===== src/rtl/barrier_gate.sv =====
module barrier_gate #(
  parameter int CNT_W  = 4,
  parameter int TYPE_W = 5
) (
  input  logic              clk,
  input  logic              rst_n,
  input  logic              rd_req,
  input  logic              wr_req,
  input  logic              rd_done,
  input  logic              wr_done,
  input  logic              bar_req,
  input  logic [TYPE_W-1:0] bar_type,
  output logic              rd_en,
  output logic              wr_en,
  output logic              bar_done
);
  localparam logic [TYPE_W-1:0] T_WRITES  = TYPE_W'(4);
  localparam logic [TYPE_W-1:0] T_FULL    = TYPE_W'(16);
  localparam logic [TYPE_W-1:0] T_ACQUIRE = TYPE_W'(17);
  localparam logic [TYPE_W-1:0] T_RELEASE = TYPE_W'(18);
  localparam logic [TYPE_W-1:0] T_READS   = TYPE_W'(19);

  logic             pend, wt_rd, wt_wr, bk_rd, bk_wr;
  logic [CNT_W-1:0] rd_cnt, wr_cnt;
  logic             n_wt_rd, n_wt_wr, n_bk_rd, n_bk_wr;
  logic             rd_fire, wr_fire, accept;

  always_comb begin
    {n_wt_rd, n_wt_wr, n_bk_rd, n_bk_wr} = 4'b1111;
    case (bar_type)
      T_WRITES:  {n_wt_rd, n_wt_wr, n_bk_rd, n_bk_wr} = 4'b0101;
      T_FULL:    {n_wt_rd, n_wt_wr, n_bk_rd, n_bk_wr} = 4'b1111;
      T_ACQUIRE: {n_wt_rd, n_wt_wr, n_bk_rd, n_bk_wr} = 4'b1011;
      T_RELEASE: {n_wt_rd, n_wt_wr, n_bk_rd, n_bk_wr} = 4'b1101;
      T_READS:   {n_wt_rd, n_wt_wr, n_bk_rd, n_bk_wr} = 4'b1010;
      default:   {n_wt_rd, n_wt_wr, n_bk_rd, n_bk_wr} = 4'b1111;
    endcase
  end

  assign rd_en    = !(pend && bk_rd);
  assign wr_en    = !(pend && bk_wr);
  assign rd_fire  = rd_req && rd_en;
  assign wr_fire  = wr_req && wr_en;
  assign accept   = bar_req && !pend;
  assign bar_done = pend && (!wt_rd || rd_cnt == '0) && (!wt_wr || wr_cnt == '0);

  always_ff @(posedge clk) begin
    if (!rst_n) begin
      pend <= 1'b0;
      {wt_rd, wt_wr, bk_rd, bk_wr} <= 4'b0000;
    end else if (accept) begin
      pend <= 1'b1;
      {wt_rd, wt_wr, bk_rd, bk_wr} <= {n_wt_rd, n_wt_wr, n_bk_rd, n_bk_wr};
    end else if (bar_done) begin
      pend <= 1'b0;
    end
  end

  always_ff @(posedge clk) begin
    if (!rst_n) begin
      rd_cnt <= '0;
      wr_cnt <= '0;
    end else begin
      case ({rd_fire, rd_done})
        2'b10:   rd_cnt <= rd_cnt + 1'b1;
        2'b01:   rd_cnt <= rd_cnt - 1'b1;
        default: rd_cnt <= rd_cnt;
      endcase
      case ({wr_fire, wr_done})
        2'b10:   wr_cnt <= wr_cnt + 1'b1;
        2'b01:   wr_cnt <= wr_cnt - 1'b1;
        default: wr_cnt <= wr_cnt;
      endcase
    end
  end
endmodule


===== config.mk =====
export PLATFORM = sky130hd
export DESIGN_NAME = barrier_gate
export DESIGN_NICKNAME = d
export VERILOG_FILES = /design/src/rtl/barrier_gate.sv
export SDC_FILE = /design/constraint.sdc
export NUM_CORES = 1
export LEC_CHECK = 0
export BUFFER_PORTS_ARGS = -buffer_cell sky130_fd_sc_hd__clkbuf_2
export CORE_ASPECT_RATIO = 1.2
export CORE_UTILIZATION = 35
export CTS_CLUSTER_DIAMETER = 100
export DETAILED_ROUTE_END_ITERATION = 10
export MAX_ROUTING_LAYER = met4
export PLACE_DENSITY = 0.52
export SLEW_MARGIN = 40
export SYNTH_ARGS = -nofsm -noshare
export SYNTH_HDL_FRONTEND = slang
export SYNTH_SLANG_ARGS = --single-unit
export TNS_END_PERCENT = 20

===== constraint.sdc =====
create_clock -name clk -period 2 [get_ports clk]
set_clock_uncertainty 0.1 [all_clocks]
set_input_delay 0.4 -clock clk [delete_from_list [all_inputs] [get_ports clk]]
set_output_delay 0.4 -clock clk [all_outputs]
set_load 0.02 [all_outputs]

* Yosys cells after proc, flatten, opt, wreduce, memory -nomap -nowiden
Cells that the tools add are included.
** Word-level totals
- Bits in registers :: 13
- Bits in latches :: 0
- Bits in writable memories :: 0
- Memory bits (read-only) :: 0
- Input bits :: 12
- Output and inout port bits :: 3
- Word-level logic and storage cells :: 48
- Memories kept :: 0
** Cells by class
- Add/subtract/negate cells :: 4
- $mul :: 0
- Div/mod/pow operators :: 0
- Magnitude comparators :: 0
- Equal/unequal tests :: 8
- Shift operators :: 0
- Muxes and demuxes :: 8
- Bitwise logic cells :: 0
- Reductions and logical operators :: 21
** Operator list (number)
- case mux 4 bit (2 select lines) :: 2
- == test 5 bit, second input constant :: 3
- adder 4 x 1 -> 4 bit, second input constant :: 2
- logical NOT 4 bit :: 2
- subtractor 4 x 1 -> 4 bit, second input constant :: 2
- logical AND 1 bit :: 7
- 2-to-1 mux 1 bit :: 6
- nonzero test 2 bit :: 3
- == test 5 x 3 -> 1 bit, second input constant :: 1
- logical NOT 1 bit :: 5
- == test 2 x 1 -> 1 bit, second input constant :: 2
- == test 2 bit, second input constant :: 2
- OR reduction 2 bit :: 2
- logical OR 1 bit :: 2

* Longest topological paths before layout
Gate-level depths: netlist of the first run.
- Word-level depth :: 6
- Gate-level depth with buffers :: 9
- Mapped depth without buffers :: 9

* Worst setup path before layout of the first run
Ideal clock, no wire load.
- Path type :: reg-to-reg
- Start :: reg pend
- End :: reg rd_cnt[2]
- Library setup time :: 0.070 ns
- Arrival :: 1.788 ns
- Data required time :: 1.830 ns
- Slack :: 0.042 ns
- Cell stages (with the launch flop) :: 10
- Buffers on the path :: 0
- Clock period less this slack :: 1.958 ns
- Cell sequence :: dfxtp_1 -> nand2_1 -> nand2_1 -> ha_1 -> xor2_1 -> ha_1 -> a21oi_2 -> xor2_1 -> or3_1 -> a21boi_1
** Between the ends
- Longest elaborated chain between the ends :: 5
- Elaborated cells on any way between the ends :: 7
- Those cells by class :: 2 x eq/ne; 1 x mux; 4 x reduce/logical
** RTL lines
- start, declared :: line 23 : logic pend, wt_rd, wt_wr, bk_rd, bk_wr;
- start signal, assigned :: line 49 : pend <= 1'b0;
- start signal, assigned :: line 52 : pend <= 1'b1;
- start signal, assigned :: line 55 : pend <= 1'b0;
- logical AND 1 bit * :: line 40 : assign rd_en = !(pend && bk_rd);
- logical NOT 1 bit * :: line 40
- via rd_en :: line 13 : output logic rd_en,
- logical AND 1 bit * :: line 42 : assign rd_fire = rd_req && rd_en;
- == test 2 x 1 -> 1 bit / == test 2 bit (equally long branches) :: line 64 : case ({rd_fire, rd_done})
- case mux 4 bit (2 select lines) / nonzero test 2 bit (equally long branches)
- end signal, assigned :: line 65 : 2'b10: rd_cnt <= rd_cnt + 1'b1;
- end signal, assigned :: line 66 : 2'b01: rd_cnt <= rd_cnt - 1'b1;
- end signal, assigned :: line 67 : default: rd_cnt <= rd_cnt;
- end, declared :: line 24 : logic [CNT_W-1:0] rd_cnt, wr_cnt;
Mark *: on every way through the listed nets, which the timed path passes. The rest lies on a longest branch.
A chain may end at the register's enable or synchronous reset.

* Final worst setup path of the first run
- Start :: reg rd_cnt[0]
- End :: out bar_done
** Between the ends
- Longest elaborated chain between the ends :: 4
** RTL lines
- logical NOT 4 bit :: line 45 : assign bar_done = pend && (!wt_rd || rd_cnt == '0) && (!wt_wr || wr_cnt == '0);
- logical OR 1 bit :: line 45
- logical AND 1 bit (2 in series) :: line 45
- end, declared :: line 15 : output logic bar_done
No other way between the ends.

==> results of run 1 <==
-- layout by cell type, fill, tap and decap left out, types with 2 or more instances in the layout --
cell type,Yosys,routed
xor2_1,4,4
ha_2,0,3
mux2i_1,4,4
nand2b_1,3,3
xnor2_1,2,2
nor3b_1,2,2
clkbuf_4,0,3
buf_4,0,3
a21boi_1,2,2
nand2_1,8,7
ha_1,6,3
nor2_1,3,3
nor2b_1,6,6
or3_1,3,3
and2_1,2,2
clkbuf_2,0,14
dfxtp_2,0,2
a31oi_1,4,4
a21oi_2,1,2
o21ai_0,7,7
dfxtp_1,13,11
-- stage by stage --
step                      setup WS, ns  hold slack [ns]  utilization, %
after floorplan                0.04195           0.3426               -
after global placement          0.1011           0.3571           42.86
after detailed placement       0.04440           0.3627           42.86
after CTS                      0.05534           0.2396           44.51
after global routing          -0.01083           0.2447           45.30
final                          0.09884           0.2432           45.30
-- worst max-delay path, stage by stage, from the launching register on --
cell	delay, ns
dfxtp_1	0.37
o41ai_2	0.36
and3_1	0.22
clkbuf_2	0.18
-- sequential cells by signal, indices dropped and copies added (netlist names) --
name,flops
pend,1
bk_rd,1
rd_cnt,4
wt_rd,1
wt_wr,1
bk_wr,1
wr_cnt,4
-- timing repair --
| action | in CTS | in global routing |
|---|---|---|
| setup endpoints to repair | 1 | 3 |
| resized for setup | 1 | 7 |
| setup buffers | 0 | 0 |
| pin swaps | 0 | 1 |
-- power by group through the flow --
stage	Combinational (mW)	Sequential [mW]	Clock, mW
floorplan	0.149	0.335	0
global placement	0.192	0.346	0
detailed placement	0.195	0.347	0
CTS	0.197	0.343	0.175
global route	0.231	0.354	0.191
finish	0.200	0.346	0.165
-- cells by family after synthesis --
family	synth area share, %
AND/OR/NAND/NOR	22.02
AO/OA/AOI/OAI	20.36
flip-flops	34.44
XOR/XNOR	6.954
adder cells (fa/ha/maj)	9.934
multiplexers	5.298
buffers and inverters	0.9937
-- area by class of cell --
class / count / area [um2] / share of cell area (%)
tap: 30 / 37.54 / 4.043
clock buffer: 4 / 26.28 / 2.830
timing repair buffer: 17 / 92.59 / 9.973
multi-input combinational: 69 / 509.2 / 54.85
sequential: 13 / 262.8 / 28.30
-- metal layers --
layer  global-route usage, %  up-vias  part of all wire [%]  routed length, um
li1                        -      346                     -                  -
met1                   17.98      283                    47                706
met2                   25.00       16                    48                717
met3                   4.096        2                   4.3                 65
met4                   7.576        0                  0.93                 14
met5                       -        -                     0                  0
-- final timing paths --
kind | start | to | slack (ns) | depth (start not counted)
worst max-delay path | rd_cnt[0] | bar_done | 0.1 | 3
worst min-delay path | bar_type[1] | bk_wr | 0.24 | 2
worst max register to register | pend | wr_cnt[2] | 0.12 | 9
worst min register to register | rd_cnt[3] | rd_cnt[3] | 0.39 | 2
==> results.md, run 1 <==
- Total Routed Length: 1504 um
- Die height: roughly 53 um
- Cell Int Power: 0.4828 mW
- Final Setup Violations: 0
- Mapped cell area: 755.7 um2
- Fraction of registers with async set/reset: 0%
- Dpl cell area: 878.3 um2
- Num CTS Buffers: 3
- DR pass1 iterations: 3
- Fin nets: around 120
- Worst-Margin Slew: about 0.43 ns
- Share of the synthesized area in the top cell type: 34.44%
- Setup TNS: 0 ns
- Post-route antenna net violation count: 0
- Drt initial violations: 7
- Synth cell count leaders: 13 x dfxtp_1, 8 x nand2_1, 7 x o21ai_0
- CTS clk-pin slew, worst paths: 0.08 ns
- Port Buffers: 14
- Max clock buf depth: 2
- Final min period: 1.901 ns
- Critical Path AT: 1.40 ns
- Fin. Hold Viols: 0
- Number of synthesis warnings: 0
- Fmax: approximately 0.53 GHz
- Biggest area consumer among synthesized cells: dfxtp_1
- Sink Count: 13
- Register area share after synthesis: 34.44%
- Gate power share: 28.1%
- Number of max-cap violations: 0
- Pin count of the biggest net entering global routing: 16
- Synth Net Count: 102
- Yosys reg bits: 13
- Vias in the first global route: a little over 600
- Nature of the critical path startpoint: register
- Clock latency on the worst-skew pair: about 0.27 ns
- Net Sw Frac: 32.07%
- First-pass GRT wire length: between 2000 and 3000 um
- Post-synthesis average cell area: 8.997 um2
- Tot GR Track Use: 15.62%
- Req. time, crit path: 1.50 ns
- Post-route cell area: 928.4 um2
- Htree depth: 1
- Share of power burned in the clock network: 23.3%
- Worst Hold Class: input port to register
- PwrDens: 765.6 nW/um2
- Initial antenna violation count: 0
- Synth cell types: 27
- Cts hold-fix bufs: 0
- Max-slew violations: 0
- Fraction of layout cells with a size suffix above 1: 28.16%
- Design Power: 0.7108 mW
- Critical Path Fanout Max: 5
- Vias per cell: 4.865
- Total core area: 2049 um2
- Status: finished clean
- Final GP Congestion: 0.7503
- Area delta synth->final: 22.85%
- Placed Instances: 129
- Global route overflow: 0
- Critical path capture point type: output pin
- Sequential share of power: 48.6%
- Final Non-Filler Cells: 133
- RSZ-0062 raised after global routing: true
- ANT cells: 0
- FP Rows: 18
- Relative slew slack: between 70% and 80%
- Main synth FF type: dfxtp_1
- Critical path type: register to output pin
- Die X: 44.42 um
- Net Switching: 0.2280 mW
- Die area: 2350 um2
- Peak VDD IR: 0.4020 mV
- Via count: 647
- Detailed Place HPWL: 1157 um
- Area contributors post-synth: dfxtp_1 34%, ha_1 9.9%, mux2i_1 5.3%, nor2b_1 5.0%, o21ai_0 4.6%
- Fillcell total: 218
- Most frequent cell after synthesis: dfxtp_1
- Pleak: about 0.4 nW
- Starting Density: between 30% and 40%
- Number of synthesized flops with an enable pin: 0
- CTS tree: built
- WL/cell: roughly 11 um
- Final period util: 95.06%
- IO Pins: 15
- Clk Tree Root Cell: clkbuf_4
- Cells after Synth: 84
- # DRC: 0
(Power assumes the default switching activity.)
==> run 2: changes to the inputs <==
Settings changed: CORE_ASPECT_RATIO 1.2 to unset.
==> run 2 against run 1 <==
Compared with the run above: sequential cell count stayed put; highest routed layer is now met3; clock power is essentially flat; register-to-register slack about the same; count of clock-buffer cells in the layout is the same; first-iteration DRC count up 43%; critical endpoint unchanged; critical path type unchanged.
==> results.md, run 2 (same netlist as run 1, synthesis figures left out) <==
- Die X: slightly below 50 um
- Sequential share of power: 48.9%
- PwrDens: 775.7 nW/um2
- Post-CTS resize count: 0
- FP Rows: 16
- Status: finished clean
- ANT cells: 0
- FF-to-FF path depth: 9
- Largest registers: rd_cnt x4, wr_cnt x4
- Htree depth: 1
- Reg2reg end: wr_cnt[2]
- Fin. Hold Viols: 0
- CP endpoint: bar_done
- Relative slew slack: 71.33%
- Die height: 48.47 um
- Post-CTS Setup Bufs: 0
- Cts hold-fix bufs: 0
- # DRC: 0
- DR pass1 iterations: 4
- Initial antenna violation count: 0
- Fraction of layout cells with a size suffix above 1: 23.53%
- Area of the multi-input gates: 501.7 um2
- Area delta synth->final: 20.53%
- Fmax: 0.5130 GHz
- Pin count of the biggest net entering global routing: 16
- Net Sw Frac: 32.37%
- Critical Path Fanout Max: 7
- Clock latency on the worst-skew pair: roughly 0.27 ns
- Vias per cell: roughly 5.0
- Die area: 2349 um2
- Final Setup Violations: 0
- Worst-Margin Slew: approximately 0.43 ns
- Share of power burned in the clock network: 23.6%
- CP startpoint: rd_cnt[1]
- Num CTS Buffers: 3
- Tot GR Track Use: 13.53%
- CTS clk-pin slew, worst paths: about 0.090 ns
- Critical path type: register to output pin
- Drt initial violations: 10
- Worst reg2reg setup slack: around 0.11 ns
- Req. time, crit path: 1.50 ns
- Worst Hold Class: input port to register
- Final worst slack: ~0.051 ns
- Sink Count: 13
- Number of max-cap violations: 0
- Final period util: 97.47%
- CTS tree: built
- Port Buffers: 14
- Commonest non-fill, non-tap cell in the layout: clkbuf_2
- Max clock buf depth: 2
- Vias in the first global route: about 560
- Detailed Place HPWL: 1101 um
- Critical Path AT: approximately 1.5 ns
- Final min period: between 1.5 and 2 ns
- Most frequent cells in the layout: 14 x clkbuf_2, 12 x dfxtp_1, 8 x nand2_1
- Fin nets: 121
- Peak VDD IR: 0.4526 mV
- Post-route antenna net violation count: 0
- Clk Tree Root Cell: clkbuf_4
- WL/cell: 11.40 um
- RR Startpoint: pend
- Gate power share: 27.5%
- Crit-path max cell delay: 0.39 ns
- Final GP Congestion: 0.7503
- Max-slew violations: 0
- IO Pins: 15
- Setup slack at placement: about 0.038 ns
- First-pass GRT wire length: 2366 um
- Pleak: 0.4065 nW
- Nature of the critical path startpoint: register
- Total Routed Length: ~1500 um
- Net Switching: 0.2287 mW
- Reg area: 264.0 um2
- Starting Density: a little under two fifths
- Total core area: 2002 um2
- Global route overflow: 0
- Fillcell total: 206
- Hold_ws: around 0.24 ns
- Crit path cell chain: o41ai_2 -> and3_1 -> clkbuf_2
- Cell Int Power: 0.4779 mW
- Slowest CP cell: dfxtp_1
- Via count: between 600 and 700
- Critical path capture point type: output pin
==> run 2: worst min path at each step <==
| stage | startpoint | cells past startpoint | endpoint | slack [ns] |
|---|---|---|---|---|
| 2_1_floorplan | rd_cnt[3] | 2 | rd_cnt[3] | 0.34 |
| 3_3_place_gp | rd_cnt[3] | 2 | rd_cnt[3] | 0.35 |
| 3_5_place_dp | rd_cnt[3] | 2 | rd_cnt[3] | 0.37 |
| 4_1_cts | bar_type[1] | 2 | bk_wr | 0.23 |
| 5_1_grt | bar_type[1] | 2 | bk_wr | 0.26 |
| 6_report | bar_type[1] | 2 | bk_wr | 0.24 |
==> run 2: layer usage <==
metal | GRT usage [%] | vias to the layer above | wire length [um]
li1 | - | 342 | -
met2 | 22.07 | 10 | 766
met5 | - | - | 0
met3 | 1.887 | 0 | 42
met4 | 7.353 | 0 | 0
met1 | 16.12 | 288 | 662
==> run 2: cell type report <==
cell class / count / area share (%)
Multi-Input combinational cell: 69 / 55.08
Clock buffer: 4 / 2.885
Tap cell: 27 / 3.709
Sequential cell: 13 / 28.98
Timing Repair Buffer: 16 / 9.341
==> run 2: stage by stage <==
stage | std cells | TNS [ns] | power, mW | cell area (um2) | util, %
6_report | 129 | 0 | 0.7065 | 910.9 | 45.50
5_1_grt | 129 | -0.02391 | 0.7605 | 910.9 | 45.50
4_1_cts | 129 | 0 | 0.7101 | 893.4 | 44.63
3_5_place_dp | 125 | 0 | 0.5381 | 867.1 | 43.31
3_3_place_gp | 125 | 0 | 0.5324 | 867.1 | 43.31
2_1_floorplan | 84 | 0 | 0.4834 | 755.7 | -
==> run 2: critical path, delay by kind of cell, from the launching register on <==
family                 cells  cell delay [ns]
flip-flops                 1             0.39
buffers and inverters      1             0.18
AO/OA/AOI/OAI              1             0.36
AND/OR/NAND/NOR            1             0.24
==> run 2: power by group through the flow <==
stage               clock network (mW)  registers [mW]  logic, mW
floorplan                            0           0.335      0.149
global placement                     0           0.347      0.185
detailed placement                   0           0.346      0.192
CTS                              0.176           0.341      0.193
global route                     0.188           0.352      0.220
finish                           0.166           0.346      0.195
==> run 3: changes to the inputs <==
Settings changed: PLACE_DENSITY 0.52 to 0.54.
Clock period 2 ns to 1.6 ns, I/O delays scaled along.
==> run 3 against run 2 <==
Compared with the run above: the run now ends with negative setup slack left; sequential power is 25% higher; critical endpoint is now wr_cnt[2]; largest power group unchanged; utilization grew 9.4 points; global-route usage rose by 1.8 points; via count grew 6.9%; count of clock-buffer cells in the layout stayed put; die area did not move; largest cell class unchanged.
==> results.md, run 3 (same netlist as run 1, synthesis figures left out) <==
- Status: complete, but fails checks
- Failing checks: negative setup slack
- FF-to-FF path depth: 9
- DR pass1 iterations: 2
- FP Rows: 16
- Global route overflow: 0
- Initial antenna violation count: 0
- Drt initial violations: 3
- Total core area: between 2000 and 2500 um2
- Placed Instances: 135
- CTS tree: built
- Fraction of layout cells with a size suffix above 1: 46.02%
- GR Util met1: 18.87%
- Final Setup Violations: 4
- Final GP Congestion: 0.7626
- First-pass GRT wire length: 2704 um
- Most frequent cells in the layout: 13 x clkbuf_2, 13 x buf_4, 7 x o21ai_0, 7 x dfxtp_1, 6 x nor2b_1
- Peak VDD IR: a little over 0.8 mV
- Dpl cell area: 1010 um2
- PwrDens: between 800 and 900 nW/um2
- Num CTS Buffers: 3
- Hold Path End: bk_wr
- Fillcell total: ~200
- Hold path cells: 2
- Final period util: 110.0%
- Global route hottest layer: met2
- Critical Path Fanout Max: 3
- # DRC: 0
- Via count: between 600 and 700
- GR Util met3: 5.660%
- Starting Density: 37.75%
- Final min period: 1.760 ns
- Worst-Margin Slew: 0.2951 ns
- IO Pins: 15
- ANT cells: 0
- HP Start: bar_type[1]
- Reg2reg end: wr_cnt[2]
- Detailed Place HPWL: 1164 um
- Vias in the first global route: between 600 and 700
- Met2 Use GR: 24.18%
- Worst Hold Class: input port to register
- Clk Tree Root Cell: clkbuf_4
- Setup TNS: -0.5370 ns
- Number of max-cap violations: 0
- Die area: 2349 um2
- Reg area: 270.3 um2
- CTS clk-pin slew, worst paths: 0.08 ns
- Critical Path AT: 1.86 ns
- Pleak: 0.4986 nW
- WL/cell: 10.76 um
- Critical path capture point type: register
- Area of the multi-input gates: 593.1 um2
- Fmax: between 0.5 and 0.6 GHz
- Tot GR Track Use: 15.32%
- Pin count of the biggest net entering global routing: 16
- Relative slew slack: 80.26%
- Max clock buf depth: 2
- Final Non-Filler Cells: 140
- Htree depth: 1
- Post-route antenna net violation count: 0
- Clock latency on the worst-skew pair: 0.27 ns
- Total Routed Length: 1507 um
- Largest registers: rd_cnt x4, wr_cnt x4
- CP startpoint: pend
- Critical path type: register to register
- Fin nets: 132
- Max-slew violations: 0
- Die X: 48.47 um
- Final worst slack: -0.1598 ns
- Nature of the critical path startpoint: register
- RSZ-0062 raised after global routing: true
- Post-route cell area: between 1000 and 1500 um2
- Cts hold-fix bufs: 0
- Area delta synth->final: 45.53%
- Sink Count: 13
- Fin. Hold Viols: 0
- Port Buffers: 14
- Worst reg2reg setup slack: -0.16 ns
- Die height: a little under 50 um
- RR Startpoint: pend
- Req. time, crit path: 1.70 ns
- Vias per cell: 4.886
-- run 3: changes by cell type in the layout (fill, tap and decap cells not counted), moves of 3 or more --
cell,delta
nand2_4,+4
nand2_1,-4
dfxtp_2,+5
ha_1,-4
ha_4,+3
buf_4,+11
dfxtp_1,-5
-- run 3: worst max path at each step --
stage	endpoint	slack, ns	cells after the start
after floorplan	rd_cnt[2]	-0.15	9
after global placement	wr_cnt[2]	-0.14	9
after detailed placement	wr_cnt[2]	-0.16	9
after CTS	wr_cnt[2]	-0.18	9
after global routing	wr_cnt[2]	-0.23	9
final	wr_cnt[2]	-0.16	9
-- run 3: timing repair --
item	4_1_cts	5_1_grt
buffers inserted	1	0
resized for setup	9	4
pin swaps	1	2
endpoints found under the setup margin	6	5
-- run 3: power breakdown --
group	total, mW	internal [mW]	switching [mW]
combinational	0.341	0.194	0.147
clock	0.199	0.0967	0.102
sequential	0.432	0.376	0.0561
-- run 3: area by class of cell --
type,count,share of cell area (%)
clock buffer,4,2.389
multi-input combinational,69,53.93
sequential,13,24.57
timing repair buffer,27,16.04
tap,27,3.072
-- run 3: critical path: stages (launching register included) --
cell,delay [ns]
dfxtp_4,0.38
nand2_4,0.07
nand2_4,0.07
ha_4,0.13
xor2_1,0.15
ha_2,0.19
a21oi_2,0.04
xor2_1,0.15
or3_1,0.30
a21boi_1,0.11
-- run 3: through the flow --
stage	setup WS (ns)	utilization, %	power, mW	hold WS, ns
floorplan	-0.1541	-	0.6262	0.3202
global placement	-0.1368	50.44	0.7374	0.3581
detailed placement	-0.1631	50.44	0.7414	0.3613
CTS	-0.1801	54.19	0.9716	0.1510
global route	-0.2311	54.94	1.047	0.1700
finish	-0.1598	54.94	0.9714	0.1574
-- run 3: per-layer routing --
layer / share of wire (%) / wire length (um) / vias to the layer above
met5: 0 / 0 / -
met2: 47 / 712 / 12
met4: 0 / 0 / 0
li1: - / - / 360
met1: 48 / 726 / 312
met3: 4.5 / 68 / 0
